==> src/rtl/pin_irq_pkg.sv <==
package pin_irq_pkg;

  localparam int unsigned REG_ADDR_W = 2;

  typedef enum logic [REG_ADDR_W-1:0] {
    REG_LEVEL  = 2'd0,
    REG_EDGE   = 2'd1,
    REG_ENABLE = 2'd2,
    REG_FLAG   = 2'd3
  } regAddrE;

  typedef struct packed {
    logic wrEdge;
    logic wrEnable;
    logic wrFlag;
  } regStrobesT;

endpackage

==> src/rtl/pin_irq_sync.sv <==
module pin_irq_sync #(
  parameter int unsigned WIDTH  = 8,
  parameter int unsigned STAGES = 2
) (
  input  logic             clk,
  input  logic             rstN,
  input  logic [WIDTH-1:0] asyncIn,
  output logic [WIDTH-1:0] syncOut
);

  logic [WIDTH-1:0] stageQ [STAGES];

  for (genvar g = 0; g < STAGES; g++) begin : gStage
    if (g == 0) begin : gFirst
      always_ff @(posedge clk or negedge rstN) begin
        if (!rstN) stageQ[g] <= '0;
        else       stageQ[g] <= asyncIn;
      end
    end else begin : gNext
      always_ff @(posedge clk or negedge rstN) begin
        if (!rstN) stageQ[g] <= '0;
        else       stageQ[g] <= stageQ[g-1];
      end
    end
  end

  assign syncOut = stageQ[STAGES-1];

endmodule

==> src/rtl/pin_irq_ctrl.sv <==
module pin_irq_ctrl
  import pin_irq_pkg::*;
#(
  parameter int unsigned NUM_PINS = 8
) (
  input  logic                  busWr,
  input  logic [REG_ADDR_W-1:0] busAddr,
  input  logic [NUM_PINS-1:0]   levelQ,
  input  logic [NUM_PINS-1:0]   edgeSelQ,
  input  logic [NUM_PINS-1:0]   enableQ,
  input  logic [NUM_PINS-1:0]   flagQ,
  output regStrobesT            strobes,
  output logic [NUM_PINS-1:0]   busRdata
);

  regAddrE addrSel;
  assign addrSel = regAddrE'(busAddr);

  always_comb begin
    strobes = '0;
    if (busWr) begin
      unique case (addrSel)
        REG_EDGE:   strobes.wrEdge   = 1'b1;
        REG_ENABLE: strobes.wrEnable = 1'b1;
        REG_FLAG:   strobes.wrFlag   = 1'b1;
        default:    strobes          = '0;
      endcase
    end
  end

  always_comb begin
    unique case (addrSel)
      REG_LEVEL:  busRdata = levelQ;
      REG_EDGE:   busRdata = edgeSelQ;
      REG_ENABLE: busRdata = enableQ;
      default:    busRdata = flagQ;
    endcase
  end

  always_comb begin
    if (busWr) assert ($countones(strobes) <= 1) else $error("AST_ONE_STROBE");
  end

endmodule

==> src/rtl/pin_irq_dpath.sv <==
module pin_irq_dpath
  import pin_irq_pkg::*;
#(
  parameter int unsigned NUM_PINS = 8
) (
  input  logic                clk,
  input  logic                rstN,
  input  logic [NUM_PINS-1:0] pinSync,
  input  regStrobesT          strobes,
  input  logic [NUM_PINS-1:0] wdata,
  output logic [NUM_PINS-1:0] edgeSelQ,
  output logic [NUM_PINS-1:0] enableQ,
  output logic [NUM_PINS-1:0] flagQ,
  output logic                irq
);

  logic [NUM_PINS-1:0] prevQ;
  logic [NUM_PINS-1:0] edgeHit;
  logic [NUM_PINS-1:0] flagBase;
  logic [NUM_PINS-1:0] maskedFlags;

  always_ff @(posedge clk or negedge rstN) begin
    if (!rstN) prevQ <= '0;
    else       prevQ <= pinSync;
  end

  for (genvar p = 0; p < NUM_PINS; p++) begin : gPin
    logic riseP, fallP;
    assign riseP      = pinSync[p] & ~prevQ[p];
    assign fallP      = ~pinSync[p] & prevQ[p];
    assign edgeHit[p] = edgeSelQ[p] ? fallP : riseP;
  end

  always_ff @(posedge clk or negedge rstN) begin
    if (!rstN) begin
      edgeSelQ <= '0;
      enableQ  <= '0;
    end else begin
      if (strobes.wrEdge)   edgeSelQ <= wdata;
      if (strobes.wrEnable) enableQ  <= wdata;
    end
  end

  assign flagBase = strobes.wrFlag ? wdata : flagQ;

  always_ff @(posedge clk or negedge rstN) begin
    if (!rstN) flagQ <= '0;
    else       flagQ <= flagBase | edgeHit;
  end

  assign maskedFlags = flagQ & enableQ;
  assign irq         = |maskedFlags;

  AST_EDGE_SETS: assert property (@(posedge clk) disable iff (!rstN)
    (edgeHit != '0) |=> ((flagQ & $past(edgeHit)) == $past(edgeHit))) else $error("AST_EDGE_SETS");

  AST_FLAG_HOLD: assert property (@(posedge clk) disable iff (!rstN)
    !strobes.wrFlag |=> (($past(flagQ) & ~flagQ) == '0)) else $error("AST_FLAG_HOLD");

  AST_NO_SPURIOUS: assert property (@(posedge clk) disable iff (!rstN)
    (!strobes.wrFlag && edgeHit == '0) |=> $stable(flagQ)) else $error("AST_NO_SPURIOUS");

  AST_SW_LOAD: assert property (@(posedge clk) disable iff (!rstN)
    strobes.wrFlag |=> (flagQ == ($past(wdata) | $past(edgeHit)))) else $error("AST_SW_LOAD");

endmodule

==> src/rtl/pin_irq_port.sv <==
module pin_irq_port
  import pin_irq_pkg::*;
#(
  parameter int unsigned NUM_PINS    = 8,
  parameter int unsigned SYNC_STAGES = 2
) (
  input  logic                  clk,
  input  logic                  rstN,
  input  logic [NUM_PINS-1:0]   pinIn,
  input  logic                  busWr,
  input  logic [REG_ADDR_W-1:0] busAddr,
  input  logic [NUM_PINS-1:0]   busWdata,
  output logic [NUM_PINS-1:0]   busRdata,
  output logic                  irqOut
);

  logic [NUM_PINS-1:0] pinSync;
  logic [NUM_PINS-1:0] edgeSelQ;
  logic [NUM_PINS-1:0] enableQ;
  logic [NUM_PINS-1:0] flagQ;
  regStrobesT          strobes;

  pin_irq_sync #(.WIDTH(NUM_PINS), .STAGES(SYNC_STAGES)) uSync (
    .clk     (clk),
    .rstN    (rstN),
    .asyncIn (pinIn),
    .syncOut (pinSync)
  );

  pin_irq_ctrl #(.NUM_PINS(NUM_PINS)) uCtrl (
    .busWr    (busWr),
    .busAddr  (busAddr),
    .levelQ   (pinSync),
    .edgeSelQ (edgeSelQ),
    .enableQ  (enableQ),
    .flagQ    (flagQ),
    .strobes  (strobes),
    .busRdata (busRdata)
  );

  pin_irq_dpath #(.NUM_PINS(NUM_PINS)) uDpath (
    .clk      (clk),
    .rstN     (rstN),
    .pinSync  (pinSync),
    .strobes  (strobes),
    .wdata    (busWdata),
    .edgeSelQ (edgeSelQ),
    .enableQ  (enableQ),
    .flagQ    (flagQ),
    .irq      (irqOut)
  );

  AST_REQ_HOLD: assert property (@(posedge clk) disable iff (!rstN)
    (irqOut && !strobes.wrFlag && !strobes.wrEnable) |=> irqOut) else $error("AST_REQ_HOLD");

  AST_REQ_DROP: assert property (@(posedge clk) disable iff (!rstN)
    $fell(irqOut) |-> ($past(strobes.wrFlag) || $past(strobes.wrEnable))) else $error("AST_REQ_DROP");

endmodule

==> config.mk <==
export PLATFORM = sky130hd
export DESIGN_NAME = pin_irq_port
export DESIGN_NICKNAME = d
export VERILOG_FILES = /design/src/rtl/pin_irq_pkg.sv /design/src/rtl/pin_irq_sync.sv /design/src/rtl/pin_irq_ctrl.sv /design/src/rtl/pin_irq_dpath.sv /design/src/rtl/pin_irq_port.sv
export SDC_FILE = /design/constraint.sdc
export NUM_CORES = 1
export LEC_CHECK = 0
export ABC_AREA = 1
export ABC_CLOCK_PERIOD_IN_PS = 2500
export BUFFER_PORTS_ARGS = -buffer_cell sky130_fd_sc_hd__buf_2
export CAP_MARGIN = 20
export CELL_PAD_IN_SITES_DETAIL_PLACEMENT = 1
export CELL_PAD_IN_SITES_GLOBAL_PLACEMENT = 1
export CORE_MARGIN = 10
export CORE_UTILIZATION = 45
export CTS_BUF_LIST = sky130_fd_sc_hd__clkbuf_8
export DETAILED_ROUTE_END_ITERATION = 10
export PLACE_DENSITY = 0.91
export SETUP_SLACK_MARGIN = 0.05
export SYNTH_ARGS = -nofsm -noshare
export SYNTH_HDL_FRONTEND = slang
export SYNTH_HIERARCHICAL = 1
export SYNTH_SLANG_ARGS = --single-unit
==> constraint.sdc <==
create_clock -name clk -period 2.5 [get_ports clk]
set_input_delay 0.75 -clock clk [delete_from_list [all_inputs] [get_ports clk]]
set_output_delay 0.75 -clock clk [all_outputs]
set_load 0.01 [all_outputs]
==> implementation parameters <==
Parameter                              Value

Outcome
  Outcome ... finished clean

Setup path
  Delay of the slowest critical-path stage ... 0.29 ns
  Data required time at the worst endpoint ... 1.75 ns
  Count of buffering cells on the critical path with inverters included ... 3
  Total stage count of the critical path ... 5
  Depth of the worst register-to-register path ... 2
  Max stage delay cell, worst path ... sky130_fd_sc_hd__buf_2
  Critical-path maximum fanout ... 14
  Crit-path most repeated cell ... sky130_fd_sc_hd__buf_2
  Startpoint type of the worst setup path ... input pin
  Cell family with most CP delay ... buffers and inverters
  Arrival time of the worst setup path ... 1.62 ns
  Type of destination of the critical path ... primary output
  Critical path start-end classification ... input pin to primary output
  Cells traversed along the worst timing path ... buf_2 -> inv_2 -> nand3_1 -> nand4_1 -> buf_2

Timing
  Endpoints failing hold ... 0
  Final clock skew ... 0.00457 ns
  Min Clock Period, post-route ... 2.37 ns
  Setup repair after global routing missed its margin ... false
  Worst rel slew slack ... 64.6%
  Final Cycle Share ... 94.7%
  Accumulated negative setup slack ... 0 ns
  Pin slew with the least headroom to its limit ... 0.531 ns
  Final slew viol count ... 0
  Top achievable clock speed ... 422 MHz
  Post-route worst hold slack ... 0.352 ns
  Setup violators final ... 0

Job
  MaxCap Viol Count ... 0

CTS
  Clock latency of the later-clocked register in the worst-skew pair ... 0.29 ns
  Root buffer cell ... sky130_fd_sc_hd__clkbuf_8
  H-tree levels ... 2
  Bufs on Longest Clock Path ... 2
  Number of gates given a new drive strength after cts ... 0
  Quantity of hold-fixing buffers added after cts ... 0
  Post-CTS setup buffer count ... 0
  Number of buffers added by the clock tree synthesis step ... 5
  Register clock-pin slew on the reported worst setup and hold paths ... 0.08 ns
  Number of clock sinks ... 48
  Clock tree from TritonCTS ... built

Min path
  Number of instances on the worst hold path ... 0
  Worst min-delay path category ... flop to flop

Power
  Pwr dens ... 693 nW/µm²
  Leakage ... 0.00118 µW
  Internal ... 1200 µW
  Worst vdd rail ir drop ... 0.366 mV
  Switching fraction of total power ... 27.6%
  Sequential power share ... 55.2%
  Switching Power ... 458 µW
  Portion of total power attributed to the clock network ... 29.4%
  Combinational cell fraction of total power ... 15.4%

Route
  Met3 WL post-DR ... 236 µm
  Final routed wirelength across all metal layers ... 5150 µm
  Vias per std cell ... 5.36
  Highest routing layer actually used ... met4
  Initial DRT Pass Iterations ... 4
  Violation count after the first detailed-routing iteration ... 77
  Total number of vias ... 1673
  Final antenna-violating net count ... 0
  Length of routed wiring on met1 ... 2190 µm
  DR WL/cell ... 16.5 µm
  Metal2 WL ... 2670 µm
  Post-route DRC ... 0

Finish
  Layout cells sized above 1 ... 20.9%
  Highest-count cells in the layout ignoring fill and taps ... 53 x sky130_fd_sc_hd__nand2_1, 48 x sky130_fd_sc_hd__dfrtp_1, 32 x sky130_fd_sc_hd__nand3_1
  Synthesis-to-layout area growth ... 10.8%
  Final net count ... 279
  Most common cell after layout, fill and taps aside ... sky130_fd_sc_hd__nand2_1
  # diodes ... 0

Synth
  Most area-hungry cell type in the Yosys netlist ... sky130_fd_sc_hd__dfrtp_1
  Count of yosys warnings during synthesis ... 6
  Synth Cell Area ... 2160 µm²
  Top post-synthesis cells by area ... sky130_fd_sc_hd__dfrtp_1 56%, sky130_fd_sc_hd__nand2_1 9.2%, sky130_fd_sc_hd__nand3_1 7.4%
  #FFs+latches synth ... 48
  Mean post-synth cell area ... 9.37 µm²
  Synth Instances ... 231
  Post-synth top area share ... 55.5%
  Library cells used by synthesis ... 18
  Post-synthesis sequential area ratio ... 55.5%
  Mapped Nets ... 252

Global routing
  Vias in the first global route ... 1835
  Overall overflow remaining after global route ... 0
  Number of antenna violations at the first check in global routing ... 0
  Largest net degree at the start of global routing ... 28
  First-pass GRT wire length ... 8780 µm
  GRT Resource Usage Total ... 14.2%

Floorplan
  Number of top-level design ports ... 30
  Die width ... 89.3 µm
  Core Box Area ... 4690 µm²
  Die Outline Area ... 7980 µm²
  Initial Utilization ... 46.1%
  Y dimension of the die ... 89.3 µm
  Std-Cell Rows ... 25

Placement
  Final estimated routing congestion in global placement ... 0.774
  Dpl hpwl ... 3750 µm
  Number of buffer cells added on primary ports ... 29
[logic make-up after synthesis]
group	count (synthesis)	synth area share [%]
AND/OR/NAND/NOR	123	28.3
flip-flops	48	55.5
buffers and inverters	44	12.1
AO/OA/AOI/OAI	16	4.05
[metrics by stage]
step | power, µW | instances | utilization (%) | area, µm² | setup slack, ns
floorplan | 1080 | 231 | - | 2160 | 0.533
global placement | 1170 | 305 | 49.0 | 2300 | 0.194
detailed placement | 1190 | 305 | 49.0 | 2300 | 0.140
CTS | 1670 | 312 | 51.1 | 2400 | 0.134
global route | 1750 | 312 | 51.1 | 2400 | 0.0598
finish | 1660 | 312 | 51.1 | 2400 | 0.132
[area by class of cell]
type / instances / area (µm²)
sequential: 48 / 1200
inverter: 28 / 108
fill: 562 / 2300
multi-input combinational: 139 / 701
clock buffer: 7 / 96.3
timing repair buffer: 36 / 223
tap: 54 / 67.6
[cell usage after synthesis]
| master | number |
|---|---|
| sky130_fd_sc_hd__nor2_4 | 1 |
| sky130_fd_sc_hd__buf_6 | 5 |
| sky130_fd_sc_hd__nand3_1 | 32 |
| sky130_fd_sc_hd__nand2_1 | 53 |
| sky130_fd_sc_hd__buf_4 | 9 |
| sky130_fd_sc_hd__nand4_1 | 8 |
| sky130_fd_sc_hd__o21ai_0 | 8 |
| sky130_fd_sc_hd__a21oi_1 | 6 |
| sky130_fd_sc_hd__a21oi_2 | 2 |
| sky130_fd_sc_hd__nor2_1 | 8 |
| sky130_fd_sc_hd__nor2_2 | 2 |
| sky130_fd_sc_hd__inv_4 | 1 |
| sky130_fd_sc_hd__nor3_2 | 3 |
| sky130_fd_sc_hd__buf_8 | 2 |
| sky130_fd_sc_hd__dfrtp_1 | 48 |
| sky130_fd_sc_hd__inv_1 | 25 |
| sky130_fd_sc_hd__inv_2 | 2 |
| sky130_fd_sc_hd__nand3b_1 | 16 |
[flip-flops by register name (all words and copies together) (netlist names)]
| register | count |
|---|---|
| uSync/stageQ | 8 |
| uDpath/edgeSelQ | 8 |
| uSync/syncOut | 8 |
| uDpath/prevQ | 8 |
| uDpath/flagQ | 8 |
| uDpath/enableQ | 8 |
[power groups by stage]
| stage | combinational (µW) | sequential, µW | clock [µW] |
|---|---|---|---|
| floorplan | 179 | 905 | 0 |
| global placement | 243 | 923 | 0 |
| detailed placement | 256 | 930 | 0 |
| CTS | 259 | 915 | 499 |
| global route | 292 | 928 | 535 |
| finish | 256 | 915 | 488 |
[worst paths after layout]
check / start / endpoint / slack, ns
min in group asynchronous: rstN / uSync/stageQ[11]$_DFF_PN0_ / 0.42
max: busAddr[0] / busRdata[0] / 0.13
min: uSync/stageQ[15]$_DFF_PN0_ / uSync/syncOut[7]$_DFF_PN0_ / 0.35
max reg2reg: uSync/syncOut[1]$_DFF_PN0_ / uDpath/flagQ[1]$_DFF_PN0_ / 1.73
min reg2reg: uSync/stageQ[15]$_DFF_PN0_ / uSync/syncOut[7]$_DFF_PN0_ / 0.35
max in group asynchronous: rstN / uDpath/edgeSelQ[4]$_DFFE_PN0P_ / 1.56
[routing by layer]
metal | vias to the layer above | global-route usage, %
li1 | 791 | -
met1 | 841 | 16.4
met2 | 35 | 25.3
met3 | 6 | 3.46
met4 | 0 | 4.48
met5 | - | 0
No activity file was read; power rests on OpenSTA's default activity.
